### src/rtl/dsr_pkg.sv
package dsr_pkg;
  localparam int CH_DEFAULT = 16;
  localparam int CH_MIN     = 2;
endpackage

### src/rtl/dsr_shift_chain.sv
module dsr_shift_chain #(
  parameter int CH = dsr_pkg::CH_DEFAULT
) (
  input  logic          clk,
  input  logic          rst,
  input  logic          shift_en,
  input  logic          sdi,
  output logic [CH-1:0] stage_q,
  output logic [CH-1:0] stage_nx
);
  // The chain moves toward the top stage. Stage 0 takes the serial input.
  always_comb begin
    if (shift_en) stage_nx = {stage_q[CH-2:0], sdi};
    else          stage_nx = stage_q;
  end

  always_ff @(posedge clk) begin
    if (rst) stage_q <= '0;
    else     stage_q <= stage_nx;
  end
endmodule

### src/rtl/dsr_latch_bank.sv
module dsr_latch_bank #(
  parameter int CH = dsr_pkg::CH_DEFAULT
) (
  input  logic          clk,
  input  logic          rst,
  input  logic          latch_en,
  input  logic [CH-1:0] stage_nx,
  output logic [CH-1:0] lat_q,
  output logic [CH-1:0] lat_nx
);
  // Transparent behaviour, made synchronous: while capture is open,
  // each cell takes the chain value of this same edge.
  for (genvar i = 0; i < CH; i++) begin : g_cell
    assign lat_nx[i] = latch_en ? stage_nx[i] : lat_q[i];
    always_ff @(posedge clk) begin
      if (rst) lat_q[i] <= 1'b0;
      else     lat_q[i] <= lat_nx[i];
    end
  end
endmodule

### src/rtl/dsr_output_gate.sv
module dsr_output_gate #(
  parameter int CH = dsr_pkg::CH_DEFAULT
) (
  input  logic          clk,
  input  logic          rst,
  input  logic          blank,
  input  logic [CH-1:0] lat_nx,
  output logic [CH-1:0] sink_on
);
  // Registered per-channel drive. Blanking masks the drive only.
  for (genvar i = 0; i < CH; i++) begin : g_drv
    always_ff @(posedge clk) begin
      if (rst) sink_on[i] <= 1'b0;
      else     sink_on[i] <= lat_nx[i] & ~blank;
    end
  end
endmodule

### src/rtl/chain_led_driver.sv
module chain_led_driver #(
  parameter int CH = dsr_pkg::CH_DEFAULT
) (
  input  logic          clk,
  input  logic          rst,
  input  logic          shift_en,
  input  logic          sdi,
  input  logic          latch_en,
  input  logic          blank,
  output logic          sdo,
  output logic [CH-1:0] sink_on
);
  localparam int TOP = CH - 1;

  logic [CH-1:0] stage_q;
  logic [CH-1:0] stage_nx;
  logic [CH-1:0] lat_q;
  logic [CH-1:0] lat_nx;

  dsr_shift_chain #(.CH(CH)) u_chain (
    .clk      (clk),
    .rst      (rst),
    .shift_en (shift_en),
    .sdi      (sdi),
    .stage_q  (stage_q),
    .stage_nx (stage_nx)
  );

  dsr_latch_bank #(.CH(CH)) u_store (
    .clk      (clk),
    .rst      (rst),
    .latch_en (latch_en),
    .stage_nx (stage_nx),
    .lat_q    (lat_q),
    .lat_nx   (lat_nx)
  );

  dsr_output_gate #(.CH(CH)) u_gate (
    .clk     (clk),
    .rst     (rst),
    .blank   (blank),
    .lat_nx  (lat_nx),
    .sink_on (sink_on)
  );

  assign sdo = stage_q[TOP];
endmodule

### config.mk
export PLATFORM = sky130hd
export DESIGN_NAME = chain_led_driver
export DESIGN_NICKNAME = d
export VERILOG_FILES = /design/src/rtl/dsr_pkg.sv /design/src/rtl/dsr_shift_chain.sv /design/src/rtl/dsr_latch_bank.sv /design/src/rtl/dsr_output_gate.sv /design/src/rtl/chain_led_driver.sv
export SDC_FILE = /design/constraint.sdc
export NUM_CORES = 1
export LEC_CHECK = 0
export ABC_CLOCK_PERIOD_IN_PS = 2800
export BUFFER_PORTS_ARGS = -buffer_cell sky130_fd_sc_hd__buf_2
export CAP_MARGIN = 0
export CORE_MARGIN = 10
export CORE_UTILIZATION = 59
export DETAILED_ROUTE_END_ITERATION = 7
export GPL_TIMING_DRIVEN = 0
export PLACE_DENSITY_LB_ADDON = 0.12
export SLEW_MARGIN = 15
export SYNTH_ARGS = -nofsm -noshare
export SYNTH_HDL_FRONTEND = slang
export SYNTH_SLANG_ARGS = --single-unit
export TNS_END_PERCENT = 100
### constraint.sdc
create_clock -name clk -period 2.8 [get_ports clk]
set_clock_uncertainty 0.1 [all_clocks]
set_input_delay 0.56 -clock clk [delete_from_list [all_inputs] [get_ports clk]]
set_output_delay 0.56 -clock clk [all_outputs]
set_load 0.03 [all_outputs]
Word-level counts from Yosys, hierarchy flattened. Cells that the tools add are included.

Bits of input ports: 6. Latch bits: 0. Logic and storage cells: 67. Register bits: 48. Bits in read-only memories: 0. Output and inout bits: 17. Memory bits (writable): 0. Memories kept: 0.

Bitwise operators: 17. Multipliers: 0. Divide/modulo/power cells: 0. Shift operators: 0. Multiplexer cells: 17. $add $sub $neg: 0. Equality and inequality tests: 0. Reductions and logical operators: 0. Order comparisons: 0.

Operator list (count): 1-bit AND (16); 1-bit two-way mux (16); 16-bit two-way mux (1); 1-bit NOT (1).

Longest topological paths before layout. Gate-level depths: netlist of the first run.

Depth after elaboration: 3. Gate-level depth with buffers: 5. Gate-level depth less buffers: 2.

By module. Synthesis of the first run repeated with hierarchy kept, for this count alone.

Cell total of the unflattened synthesis: 138. Area total of the unflattened synthesis: 1920.6 µm².

Modules (own cells, without submodules): dsr_latch_bank (sequential area each 320.3 µm², instances 1, area an instance 711.9 µm², cells an instance 51); dsr_shift_chain (sequential area each 320.3 µm², instances 1, area an instance 664.4 µm², cells an instance 51); dsr_output_gate (sequential area each 320.3 µm², instances 1, area an instance 544.3 µm², cells an instance 36).

Worst setup path after synthesis of the first run. Ideal clock, no wire load.

Path kind: input port to flip-flop. Start: input shift_en. End: register u_store.lat_q[0]. Data required time: 2.564 ns. Library setup time: 0.136 ns. Path buffers: 2. Arrival: 1.225 ns. Stages on the path: 4. Path slack: 1.339 ns. Cell sequence: buf_6 -> buf_12 -> mux2i_1 -> a211oi_2.

Cells in the longest elaborated chain, start to end: 2.

Ends and longest elaborated chain: from (decl) (RTL line chain_led_driver.sv:6) `input logic shift_en,`; 16-bit two-way mux (RTL line dsr_shift_chain.sv:13) `if (shift_en) stage_nx = {stage_q[CH-2:0], sdi};`; 1-bit two-way mux (RTL line dsr_latch_bank.sv:14) `assign lat_nx[i] = latch_en ? stage_nx[i] : lat_q[i];`; to (signal, indexed assignment) (RTL line dsr_latch_bank.sv:17) `else lat_q[i] <= lat_nx[i];`; to (decl) (RTL line dsr_latch_bank.sv:8) `output logic [CH-1:0] lat_q,`.

Every way passes these cells. A chain may end at the register's enable or synchronous reset.

Worst setup path after layout of the first run.
Start: register u_chain.stage_q[15]. End: output sdo.

RTL lines: from (decl) (RTL line dsr_shift_chain.sv:8) `output logic [CH-1:0] stage_q,`; from (signal assigned) (RTL line dsr_shift_chain.sv:19) `else stage_q <= stage_nx;`; to (decl) (RTL line chain_led_driver.sv:10) `output logic sdo,`.

No word-level cell between the ends.

==> impl_metrics.yaml, run 1 <==
final_layout:
  syn_to_final_growth_pct: 11.0
  mostFrequentLayoutCell: "dfxtp_1"
  nets: 174
  drive_gt1_share_pct: 26.2
  final_cell_mix: "dfxtp_1, nor2_1, buf_2"
  diodes: 0
  stdcell_count: 199
clock_tree:
  cts_root_buf: "clkbuf_4"
  clock_path_buffers: 2
  cts_tree: "yes"
  post_cts_resized: 0
  htreeDepth: 2
  cts_sinks: 48
  cts-buffers-inserted: 5
  post_cts_buffers: 0
  clk_pin_slew_worst_paths_ns: 0.13
  cts_hold_buffers: 0
  clock_latency_ns: 0.35
synthesis:
  postSynthCellCount: 142
  synth_sequential_area_ratio_pct: 58.5
  yosysWarnings: 0
  syn-num-nets: 148
  yosysUniqueCellTypes: 10
  ys_seq_elements: 48
  synth.cell_area_sq_um: 1640
  syn_avg_cell_area_sq_um: 11.6
die:
  core_area_sq_um: 2710
  dieArea_sq_um: 5290
  placementRows: 19
  fp.dieH_um: 72.7
  start_util_pct: 60.6
  ios: 23
  fp.dieW_um: 72.7
critical_path:
  crit_buf_inv: 1
  crit_path_top_delay_cell: "dfxtp_1"
  end_kind: "output pin"
  cpPeakStageDelay_ns: 0.34
  path_delay_family: "flip-flops"
  path_class: "register to output pin"
  cp-start-kind: "register"
  cp.required_ns: 2.14
  crit_arrival_ns: 0.89
  worstPathCellList: "buf_2"
  critPathMaxFanout: 2
  timing.rr.start: "u_chain.stage_q[7]"
  startpoint: "u_chain.stage_q[15]"
sta:
  fin_crit_ns: 1.55
  worstMarginPinSlew_ns: 0.568
  period_share_pct: 55.3
  rsz0062_at_grt: "no"
  report.final.slew_viol_count: 0
  slew_headroom_pct: 62.1
  setup_violations: 0
  finalHoldViolations: 0
  setup_slack_ns: 1.25
  max_freq_mhz: 646
  fin_hold_ws_ns: 0.256
  setup_tns_ns: 0
drt:
  wl_per_cell_um: 16.2
  postRouteWirelength_mm: 3.23
  routed_via_density: 5.61
  drtIter0Drc: 63
  vias: 1117
  antenna_left: 0
  dr.pass1.iters: 4
  drc_errors: 0
global_routing:
  antenna_found_initial: 0
  grt_first_pass_wirelength_mm: 5.32
  grt_usage_pct: 13.0
  grt_max_degree: 14
  grt_pass1_vias: 1107
  grt_overflow: 0
power_and_ir_drop:
  powerDensity_nw_per_um2: 608
  leakage_nw: 0.755
  total_power_w: 0.00111
  vdd_drop_max_v: 0.000544
hold_path:
  holdCritStartpoint: "rst"
  hold_class: "input port to register"
run:
  drv_cap: 0
place:
  io_buffers: 19
  hpwl_mm: 2.20
  place_inst: 192
  dp_slack_ns: 1.22
  gp_congestion: 0.725
outcome:
  status: "complete, no violations"
==> flip-flops by register name (all words and copies together), names as in the netlist <==
register and flops:
u_chain.stage_q 16, u_gate.sink_on 16, u_store.lat_q 16
==> cell families (layout without fill, tap and decap cells) <==
kind of cell	count (synthesis)	after routing	share of synthesized area [%]
flip-flops	48	48	58.5
AND/OR/NAND/NOR	33	33	7.70
AO/OA/AOI/OAI	32	32	18.0
multiplexers	16	16	9.76
buffers and inverters	13	39	6.02
==> routing by layer <==
layer / GRT usage [%] / part of all wire (%) / wire, um
met1: 14.9 / 45 / 1450
met5: 0 / 0 / 0
met3: 6.39 / 6.4 / 207
met4: 5.06 / 1.3 / 42
met2: 20.4 / 47 / 1530
==> report_power, final <==
part | leakage [nW] | internal [W] | switching [W]
logic | 0.335 | 0.0000364 | 0.0000703
registers | 0.391 | 0.000704 | 0.00000515
clock network | 0.0281 | 0.0000929 | 0.000200
==> layout make-up <==
class	instances	area (sq um)
fillers	223	888
multi-input cells	81	582
well taps	31	38.8
clock buffers	6	41.3
clock inverters	1	5.00
repair buffers	19	95.1
flip-flops and latches	48	961
plain buffers	13	98.8
==> cells in the mapped netlist <==
library cell  number  area [sq um]
a211oi_1          21           158
a211oi_2          11           138
buf_12             1          20.0
buf_2              3          15.0
buf_6              4          45.0
clkbuf_1           5          18.8
dfxtp_1           48           961
mux2i_1           16           160
nor2_1            32           120
or2_1              1          6.26
==> stage by stage <==
| stage | instance area (sq um) | utilization (%) |
|---|---|---|
| 2_1_floorplan | 1640 | - |
| 6_report | 1820 | 67.2 |
| 3_5_place_dp | 1780 | 65.5 |
| 3_3_place_gp | 1780 | 65.5 |
| 4_1_cts | 1820 | 67.2 |
| 5_1_grt | 1820 | 67.2 |
==> worst paths after layout <==
check             cells past startpoint           endpoint  slack, ns
hold reg to reg                       2  u_gate.sink_on[1]       0.43
setup / recovery                      1                sdo       1.25
setup reg to reg                      2   u_store.lat_q[8]       1.82
hold / removal                        2   u_store.lat_q[0]       0.26
(Power assumes the default switching activity.)
==> inputs of run 2 (changes only) <==
--- a/config.mk
+++ b/config.mk
@@ -5,11 +5,12 @@
 export SDC_FILE = /design/constraint.sdc
 export NUM_CORES = 1
 export LEC_CHECK = 0
-export ABC_CLOCK_PERIOD_IN_PS = 2800
+export ABC_AREA = 1
+export ABC_CLOCK_PERIOD_IN_PS = 1600
 export BUFFER_PORTS_ARGS = -buffer_cell sky130_fd_sc_hd__buf_2
 export CAP_MARGIN = 0
 export CORE_MARGIN = 10
-export CORE_UTILIZATION = 59
+export CORE_UTILIZATION = 55
 export DETAILED_ROUTE_END_ITERATION = 7
 export GPL_TIMING_DRIVEN = 0
 export PLACE_DENSITY_LB_ADDON = 0.12
==> constraint.sdc (replaced) <==
create_clock -name clk -period 1.6 [get_ports clk]
set_clock_uncertainty 0.1 [all_clocks]
set_input_delay 0.32 -clock clk [delete_from_list [all_inputs] [get_ports clk]]
set_output_delay 0.32 -clock clk [all_outputs]
set_load 0.03 [all_outputs]
==> run 2 against run 1 <==
Sequential cell count unchanged. Count of clock-buffer cells in the layout is 1 higher. Via count rose by 18%. Design area is 7.6% higher. Die area rose by 9.9%. Largest cell class unchanged. Highest routed layer unchanged.
==> impl_metrics.yaml, run 2 <==
run:
  drv_cap: 0
sta:
  worstMarginPinSlew_ns: 0.509
  rsz0062_at_grt: "no"
  fin_crit_ns: 1.32
  max_freq_mhz: 758
  report.final.slew_viol_count: 0
  finalHoldViolations: 0
  period_share_pct: 82.5
  setup_tns_ns: 0
  slew_headroom_pct: 66.1
  setup_violations: 0
power_and_ir_drop:
  total_power_w: 0.00202
  p_int_w: 0.00155
  pwr-share-comb_pct: 9.6
  powerDensity_nw_per_um2: 1030
  p_seq_share_pct: 61.2
  sw_frac_of_total_pct: 23.6
  clkPwrFrac_pct: 29.2
  leakage_nw: 0.976
  p_sw_w: 0.000477
  vdd_drop_max_v: 0.000495
synthesis:
  syn-num-nets: 210
  synth.cell_area_sq_um: 1740
  postSynthCellCount: 204
  async_flop_share_pct: 0
  syn_avg_cell_area_sq_um: 8.53
  ys_seq_elements: 48
  synth_top_area_share_pct: 55.2
  yosysWarnings: 0
  synth_edf_count: 0
  yosysUniqueCellTypes: 16
  yosys-top-cells-area: "dfxtp_1, nand2_1, nor2_1"
  ys_top_cells_by_count: "dfxtp_1, nand2_1, nor2_1"
  synth.most_common_cell: "dfxtp_1"
  yosysTopAreaCell: "dfxtp_1"
  synth_flop_cell: "dfxtp_1"
  synth_sequential_area_ratio_pct: 55.2
die:
  fp.dieH_um: 76.3
  dieArea_sq_um: 5810
  placementRows: 20
  core_area_sq_um: 3050
  start_util_pct: 57.0
  fp.dieW_um: 76.3
  ios: 23
critical_path:
  cp.required_ns: 1.18
  timing.rr.start: "u_chain.stage_q[12]"
  path_class: "register to output pin"
  crit_path_top_delay_cell: "dfxtp_1"
  cpPeakStageDelay_ns: 0.35
  rr_worst_depth: 4
  crit_buf_inv: 1
  r2r-end: "u_gate.sink_on[13]"
  crit_arrival_ns: 0.90
  end_kind: "output pin"
  worstPathCellList: "buf_2"
  r2r_slack_ns: 0.74
  critPathMaxFanout: 2
  cp-start-kind: "register"
  path_delay_family: "flip-flops"
final_layout:
  drive_gt1_share_pct: 28.6
  postLayoutCoreUtil_pct: 64.2
  nets: 237
  final_cell_mix: "dfxtp_1, nand2_1, nor2_1"
  multi_input_area_sq_um: 616
  seq_area_sq_um: 961
  final_area_sq_um: 1960
  syn_to_final_growth_pct: 12.7
  top_regs: "u_chain.stage_q x16, u_gate.sink_on x16, u_store.lat_q x16"
  nFillCells: 300
  mostFrequentLayoutCell: "dfxtp_1"
  stdcell_count: 275
  diodes: 0
place:
  io_buffers: 20
  hpwl_mm: 2.28
  gp_congestion: 0.771
  placed_area_sq_um: 1900
  place_inst: 268
clock_tree:
  clock_path_buffers: 2
  cts_root_buf: "clkbuf_4"
  post_cts_buffers: 0
  clock_latency_ns: 0.35
  clk_pin_slew_worst_paths_ns: 0.12
  cts_sinks: 48
  post_cts_resized: 0
  cts_hold_buffers: 0
  cts_tree: "yes"
  htreeDepth: 2
  cts-buffers-inserted: 5
drt:
  antenna_left: 0
  postRouteWirelength_mm: 3.13
  drtIter0Drc: 74
  dr.pass1.iters: 4
  vias: 1313
  wl_per_cell_um: 11.4
  drc_errors: 0
  routed_via_density: 4.77
global_routing:
  antenna_found_initial: 0
  grt_max_degree: 14
  grt_first_pass_wirelength_mm: 5.61
  grt_pass1_vias: 1290
  grt_overflow: 0
  grt_usage_pct: 11.7
hold_path:
  hold_class: "input port to register"
  whs_path_depth: 3
  holdCritStartpoint: "sdi"
  min_to: "u_chain.stage_q[0]"
outcome:
  status: "complete, no violations"
[run 2: power groups by stage]
stage               sequential (W)  combinational (W)  clock [W]
floorplan                  0.00129           0.000122          0
CTS                        0.00124           0.000199   0.000619
global route               0.00124           0.000220   0.000673
detailed placement         0.00127           0.000199          0
finish                     0.00124           0.000194   0.000591
global placement           0.00127           0.000193          0
[run 2: layout make-up]
type	instances	area share (%)
Clock buffer	7	3.32
Sequential cell	48	49.0
Timing Repair Buffer	20	5.11
Tap cell	44	2.81
Multi-Input combinational cell	128	31.4
Inverter	17	3.51
Buffer	11	4.85
[run 2: stage by stage]
stage	setup WS (ns)	hold slack [ns]
after global routing	0.239	0.0996
after CTS	0.265	0.118
after global placement	0.370	0.368
final	0.280	0.133
after detailed placement	0.316	0.373
after floorplan	0.539	0.357
[run 2: how the worst max path moves through the flow]
stage | slack, ns | depth (start not counted) | endpoint | from
2_1_floorplan | 0.54 | 3 | u_gate.sink_on[0] | blank
3_3_place_gp | 0.37 | 3 | u_gate.sink_on[11] | blank
3_5_place_dp | 0.32 | 3 | u_gate.sink_on[3] | blank
4_1_cts | 0.27 | 1 | sdo | u_chain.stage_q[15]
5_1_grt | 0.24 | 1 | sdo | u_chain.stage_q[15]
6_report | 0.28 | 1 | sdo | u_chain.stage_q[15]
[run 2: kinds of logic after synthesis]
family / synth area share [%]
AND/OR/NAND/NOR: 30.8
AO/OA/AOI/OAI: 4.60
flip-flops: 55.2
buffers and inverters: 9.42
[run 2: routing by layer]
metal	global-route usage (%)	wire length (um)	vias up
met4	3.90	44	0
met2	20.3	1530	26
li1	-	-	676
met5	0	0	-
met3	4.83	193	6
met1	12.4	1370	605
